==> src/rtl/linenc_track.sv <==
module linenc_track #(
  parameter int FILT_N     = 8,
  parameter int SAMPLE_DIV = 32787,
  parameter int AMP        = 1000,
  parameter int HALF_LOG2  = 8,
  parameter int RAMP_LOG2  = 7,
  parameter int HOLD       = 64
) (
  input  logic               clk,
  input  logic               rst_n,
  input  logic               enc_a,
  input  logic               enc_b,
  input  logic               traj_sel,
  output logic signed [11:0] pos,
  output logic signed [11:0] vel,
  output logic signed [11:0] ref_pos,
  output logic               step_pulse,
  output logic               step_up,
  output logic               quad_err,
  output logic               sample_tick
);
  localparam int FC_W  = $clog2(FILT_N + 1);
  localparam int DIV_W = $clog2(SAMPLE_DIV + 1);
  localparam int H     = 1 << HALF_LOG2;
  localparam int SP    = 2 * H;
  localparam int R     = 1 << RAMP_LOG2;
  localparam int TP    = 4 * R + 2 * HOLD;
  localparam int PMAX  = (SP > TP) ? SP : TP;
  localparam int PH_W  = $clog2(PMAX + 1);

  logic [1:0] raw, filt, ab_q, chg;
  assign raw = {enc_a, enc_b};

  for (genvar i = 0; i < 2; i++) begin : g_flt
    logic [1:0]      sync;
    logic [FC_W-1:0] cnt;
    logic            lvl;
    always_ff @(posedge clk) begin
      if (!rst_n) begin
        sync <= '0;
        cnt  <= '0;
        lvl  <= 1'b0;
      end else begin
        sync <= {sync[0], raw[i]};
        if (sync[1] == lvl) cnt <= '0;
        else if (cnt == FC_W'(FILT_N - 1)) begin
          lvl <= sync[1];
          cnt <= '0;
        end else cnt <= cnt + 1'b1;
      end
    end
    assign filt[i] = lvl;
  end

  always_ff @(posedge clk) begin
    if (!rst_n) ab_q <= 2'b00;
    else        ab_q <= filt;
  end

  assign chg        = filt ^ ab_q;
  assign step_pulse = ^chg;
  assign quad_err   = &chg;
  assign step_up    = step_pulse & (ab_q[1] ^ filt[0]);

  always_ff @(posedge clk) begin
    if (!rst_n) pos <= '0;
    else if (step_pulse) begin
      if (step_up && pos != 12'sh7FF)       pos <= pos + 12'sd1;
      else if (!step_up && pos != 12'sh800) pos <= pos - 12'sd1;
    end
  end

  logic [DIV_W-1:0] div_cnt;
  always_ff @(posedge clk) begin
    if (!rst_n) begin
      div_cnt     <= '0;
      sample_tick <= 1'b0;
    end else begin
      sample_tick <= (div_cnt == DIV_W'(SAMPLE_DIV - 1));
      div_cnt     <= (div_cnt == DIV_W'(SAMPLE_DIV - 1)) ? '0 : div_cnt + 1'b1;
    end
  end

  logic signed [11:0] pos_last;
  logic signed [12:0] dv;
  logic signed [11:0] dv_sat;
  assign dv = $signed({pos[11], pos}) - $signed({pos_last[11], pos_last});
  always_comb begin
    if (dv > 13'sd2047)       dv_sat = 12'sh7FF;
    else if (dv < -13'sd2048) dv_sat = 12'sh800;
    else                      dv_sat = dv[11:0];
  end

  always_ff @(posedge clk) begin
    if (!rst_n) begin
      pos_last <= '0;
      vel      <= '0;
    end else if (sample_tick) begin
      pos_last <= pos;
      vel      <= dv_sat;
    end
  end

  function automatic logic signed [11:0] shape(input logic sel, input logic [PH_W-1:0] ph);
    int k, v;
    k = int'(ph);
    if (!sel) begin
      if (k < H) v = (AMP * 4 * k * (H - k)) >>> (2 * HALF_LOG2);
      else       v = -((AMP * 4 * (k - H) * (SP - k)) >>> (2 * HALF_LOG2));
    end else begin
      if (k < R)                 v = (AMP * k) >>> RAMP_LOG2;
      else if (k < R + HOLD)     v = AMP;
      else if (k < 3 * R + HOLD) v = AMP - ((AMP * (k - R - HOLD)) >>> RAMP_LOG2);
      else if (k < 3 * R + 2 * HOLD) v = -AMP;
      else v = -AMP + ((AMP * (k - 3 * R - 2 * HOLD)) >>> RAMP_LOG2);
    end
    return 12'(v);
  endfunction

  logic [PH_W-1:0] ph, ph_nx;
  logic            sel_q;
  assign ph_nx = traj_sel ? ((ph == PH_W'(TP - 1)) ? '0 : ph + 1'b1)
                          : ((ph == PH_W'(SP - 1)) ? '0 : ph + 1'b1);

  always_ff @(posedge clk) begin
    if (!rst_n) begin
      ph      <= '0;
      sel_q   <= 1'b0;
      ref_pos <= '0;
    end else if (traj_sel != sel_q) begin
      sel_q   <= traj_sel;
      ph      <= '0;
      ref_pos <= '0;
    end else if (sample_tick) begin
      ph      <= ph_nx;
      ref_pos <= shape(traj_sel, ph_nx);
    end
  end
endmodule


==> config.mk <==
export PLATFORM = sky130hd
export DESIGN_NAME = linenc_track
export DESIGN_NICKNAME = d
export VERILOG_FILES = /design/src/rtl/linenc_track.sv
export SDC_FILE = /design/constraint.sdc
export NUM_CORES = 1
export LEC_CHECK = 0
export BUFFER_PORTS_ARGS = -buffer_cell sky130_fd_sc_hd__clkbuf_2
export CORE_MARGIN = 4
export CORE_UTILIZATION = 36
export CTS_BUF_LIST = sky130_fd_sc_hd__clkbuf_4
export DETAILED_ROUTE_END_ITERATION = 7
export HOLD_SLACK_MARGIN = 0.08
export SLEW_MARGIN = 40
export SYNTH_ARGS = -nofsm -noshare
export SYNTH_HDL_FRONTEND = slang
export SYNTH_SLANG_ARGS = --single-unit
==> constraint.sdc <==
create_clock -name clk -period 12.7 [get_ports clk]
set_input_delay 0.635 -clock clk [delete_from_list [all_inputs] [get_ports clk]]
set_output_delay 0.635 -clock clk [all_outputs]
set_load 0.01 [all_outputs]
Word level (Yosys, flattened, before mapping)

Index checks and enable logic that the tools add are counted.
Widths: inputs -> output; s select.

Bitwise operators: 6
$mul: 7
Shift-type cells: 0
Add/subtract/negate cells: 17
Divide/modulo/power cells: 0
Magnitude comparators: 7
Multiplexer cells: 13
Equality and inequality tests: 10
Reductions and logical operators: 13

Operators with widths:

| cell                   | number |
|---|---|
| $mux 12                | 10 |
| $mul 8x12->16 const A  | 2 |
| $mux 10                | 3 |
| $ne 12x12->1 const B   | 2 |
| $mul 18x11->23         | 1 |
| $mul 19x11->23         | 1 |
| $sub 10x9->11 const B  | 2 |
| $lt 10x8->1 const B    | 2 |
| $lt 10x9->1 const B    | 2 |
| $mul 8x11->19 const A  | 1 |
| $mul 7x10->17 const A  | 1 |
| $add 16x1->16 const B  | 1 |
| $eq 16x16->1 const B   | 1 |
| $mul 7x10->16 const A  | 1 |
| $gt 13x12->1 const B   | 1 |
| $lt 13x12->1 const B   | 1 |
| $sub 12x12->13         | 1 |
| $add 11x12->12 const A | 1 |
| $add 12x2->12 const B  | 1 |
| $neg 12->12            | 1 |
| $sub 11x12->12 const A | 1 |
| $sub 11x8->12 const B  | 1 |
| $sub 11x9->12 const B  | 1 |
| $sub 12x2->12 const B  | 1 |
| other kinds (22)       | 33 |

Latch bits: 0
Memories kept: 0
Logic and storage cells: 88
ROM bits: 0
Bits in writable memories: 0
Register bits after elaboration: 92
Output and inout bits: 40

Longest topological paths before layout

Gate-level depths: netlist of run 1.

Depth after elaboration: 12
Depth in mapped cells: 45

Worst setup path before layout of run 1

Ideal clock, no wire load.

Path kind: register -> register
Start: register ph[1]
End: register ref_pos[11]
Path slack: 0.972 ns
Stages on the path, launching flop included: 44
Arrival: 11.624 ns
Setup time: 0.103 ns
Clock period less this slack: 11.728 ns
Path through: dfxtp_1 ha_1 buf_4 nand2_1 nor4b_1 nand2_1 a21oi_1 clkbuf_1 inv_1 fa_1 inv_1 fa_1 fa_1 inv_1 fa_1 inv_1 ha_1 nor2_1 [8 not listed] fa_1 inv_1 fa_1 inv_1 ha_1 and3_1 nor3b_1 o21ai_0 or4b_1 o211a_1 o211ai_1 nand3b_1 o41ai_1 a21oi_1 a211oi_2 xnor2_1 nand2_1 a2111oi_2

Cells in the longest elaborated chain, start to end: 12

RTL lines:

| item                                                   | line     | source |
|---|---|---|
| start, declared                                        | 120      | `logic [PH_W-1:0] ph, ph_nx;` |
| start signal, assigned                                 | 135      | `ph <= ph_nx;` |
| $add 10x1->10 (tied with other cells)                  | 122, 123 |  |
| $mux 10, on equally long branches                      | 123, 122 |  |
| $mux 10 *                                              | 122      | `assign ph_nx = traj_sel ? ((ph == PH_W'(TP - 1)) ? '0 : ph + 1'b1)` |
| net ph_nx[7]                                           | 120      |  |
| branches (longest 8 deep; another with $mul 19x11->23) | -        |  |
| $mux 12 *                                              | 107      | `if (!sel) begin` |
| end signal, assigned                                   | 136      | `ref_pos <= shape(traj_sel, ph_nx);` |
| end, declared                                          | 16       | `output logic signed [11:0] ref_pos,` |

Mark *: on every way through the listed nets, which the timed path passes.
A chain may end at the register's enable or synchronous reset.

Worst setup path in the final report of run 1

Start: register ph[1]
End: register ref_pos[8]

Same word-level chain as after synthesis.

==> metrics.yaml, run 1 <==
final_layout:
  stdcell_area_um2: 23800
  nFillCells: 6310
  seq_area_um2: 1840
  antenna_cells: 0
  final_util_pct: 39.2
  area_growth_pct: 6.93
  multiInputGateArea_um2: 18200
  drive_above_1_share_pct: 6.13
  nets: 3257
synth:
  synthTopCellsByArea: "fa_1 33%, ha_1 14%, inv_1 8.8%, dfxtp_1 8.3%, xnor2_1 5.4%"
  synth-seq-cells: 92
  yosysWarnings: 0
  ys_seq_area_share_pct: 8.27
  synth_area_um2: 22300
  synth_edf_count: 0
  synth.distinct_cells: 87
  synth.net_count: 3225
  synth_largest_area_cell: "fa_1"
  synthCells: 2605
  async_flop_share_pct: 0
  synth_top_cell_area_share_pct: 33.0
  syn_avg_cell_area_um2: 8.55
  synth-main-ff-cell: "dfxtp_1"
sta:
  worstMarginPinSlew_ns: 0.824
  fin_crit_ns: 12.03
  setup_viol: 0
  period_share_pct: 94.7
  max-slew-margin-rel_pct: 44.8
  fin_skew_ns: 0.0366
  report.final.slew_viol_count: 0
  fmax_mhz: 83.1
  finalHoldViolations: 0
clock_tree:
  worstSkewPairLatency_ns: 0.48
  cts_tree: "built"
  cts_buffer_depth: 2
  post_cts_hold_buffer_count: 0
  htree_levels: 3
  path_clk_slew_ns: 0.18
  cts_root_buffer: "clkbuf_4"
  numCtsBuffers: 9
  clock-sinks: 92
power_and_ir_drop:
  irDropWorstVdd_mv: 0.0503
  power_leakage_uw: 0.0116
  total_power_uw: 469
  power.density_nw_per_um2: 19.7
setup_path:
  start_kind: "flip-flop"
  cpMostUsedCell: "fa_1"
  slowest_delay_ns: 0.61
  cp.required_ns: 13.09
  crit_path_max_fanout: 11
  cp.arrival_ns: 12.42
  worstSetupPathType: "flip-flop to flip-flop"
  cp-end-kind: "flip-flop"
  cp_slowest_cell: "or4b_1"
routing:
  avgRoutedWirePerCell_um: 17.8
  post_drt_via_cell_ratio: 5.05
  drt-total-wl_um: 60900
  drt-initial-drc-count: 1381
  postRouteAntennaNets: 0
  via_count: 17300
  route.detailed.drc: 0
  dr.pass1.iters: 5
global_routing:
  track_usage_pct: 18.9
  overflow: 0
  antenna_found_initial: 0
  grt_max_degree: 52
  grt_pass1_vias: 18200
  grt_pass1_wl_um: 99400
floorplan:
  dieArea_um2: 65900
  die_h_um: 257
  boundaryPins: 45
  die_x_um: 257
  initial_core_util_pct: 36.6
  rows: 90
  design.core.area_um2: 60800
min_path:
  hold_class: "input port to flip-flop"
status:
  status: "finished, final reports clean"
placed_design:
  port_buffers: 44
  dp_hpwl_um: 50500
  placed_area_um2: 23600
  globalplace.congestion: 0.950
run:
  maxCapViolations: 0
## layout by cell type, fill, tap and decap left out, types with 8 or more instances in the layout
cell type / count
nand4_1: 10
nand2b_1: 32
and2_1: 35
fa_1: 367
buf_4: 54
a211oi_1: 13
nand3b_1: 9
a221oi_1: 8
o21a_1: 10
clkbuf_4: 9
xnor2_1: 125
a21oi_1: 119
o211ai_1: 11
nand2_1: 229
nor2_1: 250
nand3_1: 31
xor2_1: 65
or2_2: 12
inv_1: 524
o21bai_1: 15
xnor2_2: 12
or3_1: 16
o21ai_0: 63
dfxtp_1: 91
ha_1: 248
maj3_1: 11
mux2i_1: 25
a21o_1: 21
o21ai_1: 8
clkbuf_2: 44
nor2b_1: 18
nor3_1: 22
and3_1: 22
## per-layer routing
metal / up-vias / part of all wire (%) / GRT usage [%]
met5: - / 0 / 0
met4: 0 / 2.5 / 4.36
met3: 80 / 7.4 / 2.95
met2: 534 / 46 / 31.1
met1: 8454 / 44 / 26.2
li1: 8215 / - / -
## power breakdown
part | internal, uW | switching (uW) | leakage (uW) | total (uW)
clock | 59.1 | 106 | 0.0000710 | 165
combinational | 3.40 | 8.93 | 0.0108 | 12.3
sequential | 290 | 1.35 | 0.000743 | 292
## critical path: cells and delay by family, from the launching register on
kind                     cells  cell delay, ns
AO/OA/AOI/OAI                8            1.29
buffers and inverters       10            1.13
flip-flops                   1            0.49
AND/OR/NAND/NOR              9            2.38
multiplexers                 1            0.22
adder cells (fa/ha/maj)     12            5.65
XOR/XNOR                     4            0.75
## final timing paths
kind	start	to	slack (ns)	depth (start not counted)
worst max-delay path	ph[1]	ref_pos[8]	0.67	44
worst min-delay path	enc_b	g_flt[0].sync[0]	0.38	2
worst max register to register	ph[1]	ref_pos[8]	0.67	44
worst min register to register	g_flt[1].sync[0]	g_flt[1].sync[1]	0.45	1
## Yosys cell counts, drive strengths merged (22+ instances only)
cell	instances
nand3	33
nand2b	32
nor2	250
ha	248
and3	22
nor3	24
nand2	229
xor2	67
a21oi	120
clkbuf	61
fa	367
inv	527
xnor2	139
mux2i	25
o21ai	73
dfxtp	92
and2	36
## flip-flops by register name, summed over array words and instances (netlist names)
signal,flops
ab_q,2
g_flt.sync,4
pos,12
pos_last,12
sample_tick,1
ref_pos,12
ph,10
div_cnt,16
g_flt.cnt,8
sel_q,1
vel,12
g_flt.lvl,2
## kinds of logic (layout without fill, tap and decap cells)
| family | Yosys count | count (layout) | share of synthesized area (%) |
|---|---|---|---|
| fa+ha+maj | 626 | 626 | 47.4 |
| simple gates | 721 | 721 | 15.0 |
| flops | 92 | 92 | 8.27 |
| xor+xnor | 209 | 209 | 8.56 |
| buf+inv | 605 | 642 | 10.3 |
| compound gates | 325 | 325 | 9.23 |
| mux | 27 | 27 | 1.22 |
## what timing repair did
action / CTS / global route
resized for setup: 0 / 2
setup buffers: 0 / 3
setup endpoints to repair: 0 / 2
## area by class of cell
class                   count  share of cell area, %
clock buffers               9                  0.284
clock inverters             7                  0.284
inverters                 528                   8.32
multi-input cells        1908                   76.6
flip-flops and latches     92                   7.74
well taps                 782                   4.11
repair buffers             98                   2.63
## stage by stage
step / setup TNS [ns] / hold WS, ns / setup slack, ns / instances
finish: 0 / 0.378 / 0.672 / 3424
global route: -0.00684 / 0.334 / -0.00684 / 3424
CTS: 0 / 0.343 / 0.637 / 3421
detailed placement: 0 / 0.422 / 0.434 / 3405
global placement: 0 / 0.413 / 0.633 / 3405
floorplan: 0 / 0.412 / 0.972 / 2605
Note: power is estimated with default switching activity, not from simulation.
==> run 2, diff against run 1 <==
CAP_MARGIN = 0   (was not set)
CORE_UTILIZATION = 58   (was 36)
PLACE_DENSITY = 0.75   (was not set)
==> run 2 against run 1 <==
  * Clock power up 9%
  * Clock skew shrank 0.012 ns
  * Worst hold slack worse by 0.031 ns
  * Power rose by 3.3%
  * Core utilization grew 23 points
  * Critical endpoint is now ref_pos[11]
==> metrics.yaml, run 2 (same netlist as run 1, synthesis figures left out) <==
setup_path:
  cp.arrival_ns: 12.49  # +0.07 ns
  cp.required_ns: 13.11  # +0.02 ns
  cp-end-kind: "flip-flop"
  cp_slowest_cell: "fa_1"
  worstSetupPathType: "flip-flop to flip-flop"
  crit_family: "adder cells"
  slowest_delay_ns: 0.56  # -0.05 ns
  crit_path_max_fanout: 11  # unchanged
  start_kind: "flip-flop"
  path_buf_inv: 6  # -4
  cpMostUsedCell: "fa_1"
min_path:
  hold_class: "input port to flip-flop"
floorplan:
  dieArea_um2: 41600  # -37%
  initial_core_util_pct: 59.0  # +22 points
  design.core.area_um2: 37800  # -38%
  die_x_um: 204  # -21%
  rows: 71  # -21%
  boundaryPins: 45  # unchanged
  die_h_um: 204  # -21%
routing:
  drt-initial-drc-count: 1482  # +7.3%
  avgRoutedWirePerCell_um: 18.9  # +6.4%
  dr.pass1.iters: 6  # +1
  drt-total-wl_um: 59500  # -2.3%
  postRouteAntennaNets: 0  # unchanged
  post_drt_via_cell_ratio: 5.71  # +13%
  via_count: 18000  # +3.9%
  route.detailed.drc: 0  # unchanged
clock_tree:
  cts_tree: "built"
  postCtsSetupBuffers: 0  # unchanged
  numCtsBuffers: 9  # unchanged
  htree_levels: 3  # unchanged
  path_clk_slew_ns: 0.17  # about the same
  clock-sinks: 92  # unchanged
  worstSkewPairLatency_ns: 0.49  # about the same
  cts_root_buffer: "clkbuf_4"
  cts_buffer_depth: 2  # unchanged
sta:
  period_share_pct: 95.1  # +0.40 points
  report.final.slew_viol_count: 0  # unchanged
  finalHoldViolations: 0  # unchanged
  worstMarginPinSlew_ns: 0.820  # -0.00388 ns
  fin_skew_ns: 0.0241  # -0.0125 ns
  setup_viol: 0  # unchanged
  tns_ns: 0  # unchanged
  fmax_mhz: 82.8  # -0.42%
  fin_crit_ns: 12.08  # +0.0510 ns
  max-slew-margin-rel_pct: 44.9  # +0.14 points
  grt_setup_unrepaired: "no"
  whs_ns: 0.348  # -0.0307 ns
final_layout:
  largest_reg_flops: 16  # unchanged
  antenna_cells: 0  # unchanged
  mostFrequentLayoutCells: "524 x inv_1, 367 x fa_1, 250 x nor2_1"
  regMostFlops: "div_cnt"
  nFillCells: 3258  # -48%
  stdcell_area_um2: 23400  # -1.5%
  area_growth_pct: 5.30
  layout_commonest_cell: "inv_1"
  nets: 3248  # -0.28%
  drive_above_1_share_pct: 5.96  # -0.17 points
power_and_ir_drop:
  total_power_uw: 485  # +3.3%
  p_switching_uw: 126  # +8.1%
  clkPwrFrac_pct: 37.2  # +2.0 points
  combinationalPowerShare_pct: 2.6  # about the same
  power_leakage_uw: 0.0116  # -0.38%
  seqPwrFrac_pct: 60.2  # -2.0 points
  sw_frac_of_total_pct: 25.9  # +1.1 points
  irDropWorstVdd_mv: 0.105  # +110%
  internal_power_uw: 359  # +1.7%
  power.density_nw_per_um2: 20.7  # +4.9%
global_routing:
  grt_pass1_vias: 18600  # +2.4%
  antenna_found_initial: 0  # unchanged
  grt_pass1_wl_um: 97600  # -1.7%
  overflow: 0  # unchanged
  grt_max_degree: 60  # +15%
  track_usage_pct: 29.5  # +11 points
placed_design:
  dp_hpwl_um: 48900  # -3.2%
  port_buffers: 44  # unchanged
  placed_area_um2: 23200  # -1.7%
  globalplace.congestion: 0.992  # +4.4%
status:
  status: "finished, final reports clean"
run:
  maxCapViolations: 0  # unchanged
## run 2: per-layer routing
layer	vias up	routed length (um)	global-route usage (%)
li1	8187	-	-
met1	8857	23900	39.8
met2	769	28100	48.8
met3	150	5150	5.20
met4	0	2350	9.40
met5	-	0	0
## run 2: worst reg2reg max path: cells and delay by family, from the launching register on
kind | cells | cell delay, ns
adders and majority gates | 12 | 5.79
xor gates and xnor gates | 3 | 0.70
and+or+nand+nor | 6 | 1.42
AOI/OAI and AO/OA | 13 | 3.27
DFF | 1 | 0.45
buffers and inverters | 6 | 0.37
## run 2: final timing paths
path / startpoint / to / slack, ns / depth (start not counted)
setup / recovery: ph[1] / ref_pos[11] / 0.62 / 40
hold / removal: enc_b / g_flt[0].sync[0] / 0.35 / 2
setup reg to reg: ph[1] / ref_pos[11] / 0.62 / 40
hold reg to reg: g_flt[1].cnt[0] / g_flt[1].cnt[0] / 0.46 / 1
## run 2: layout make-up
cell class / instances / area (um^2) / area share [%]
inverter: 528 / 1980 / 8.45
multi-input combinational: 1908 / 18300 / 77.9
clock inverter: 7 / 92.6 / 0.395
clock buffer: 9 / 67.6 / 0.288
timing repair buffer: 89 / 558 / 2.38
tap: 511 / 639 / 2.73
sequential: 92 / 1840 / 7.86
## run 2: stage by stage
| step | worst slack (ns) | std cells | util (%) |
|---|---|---|---|
| floorplan | 0.972 | 2605 | - |
| global placement | 0.474 | 3128 | 61.4 |
| detailed placement | 0.120 | 3128 | 61.5 |
| CTS | 0.402 | 3144 | 61.9 |
| global route | 0.0162 | 3144 | 62.1 |
| finish | 0.621 | 3144 | 62.1 |
## run 2: what timing repair did
item | CTS | global route
setup endpoints to repair | 0 | 2
hold buffers | 0 | 0
gates resized for setup | 0 | 2
## run 2: power groups by stage
stage                     logic, uW  registers [uW]  clock network, uW
after floorplan                8.73             298                  0
after global placement         11.7             298                  0
after detailed placement       12.2             298                  0
after CTS                      12.3             292                186
after global routing           13.9             292                197
final                          12.4             292                180
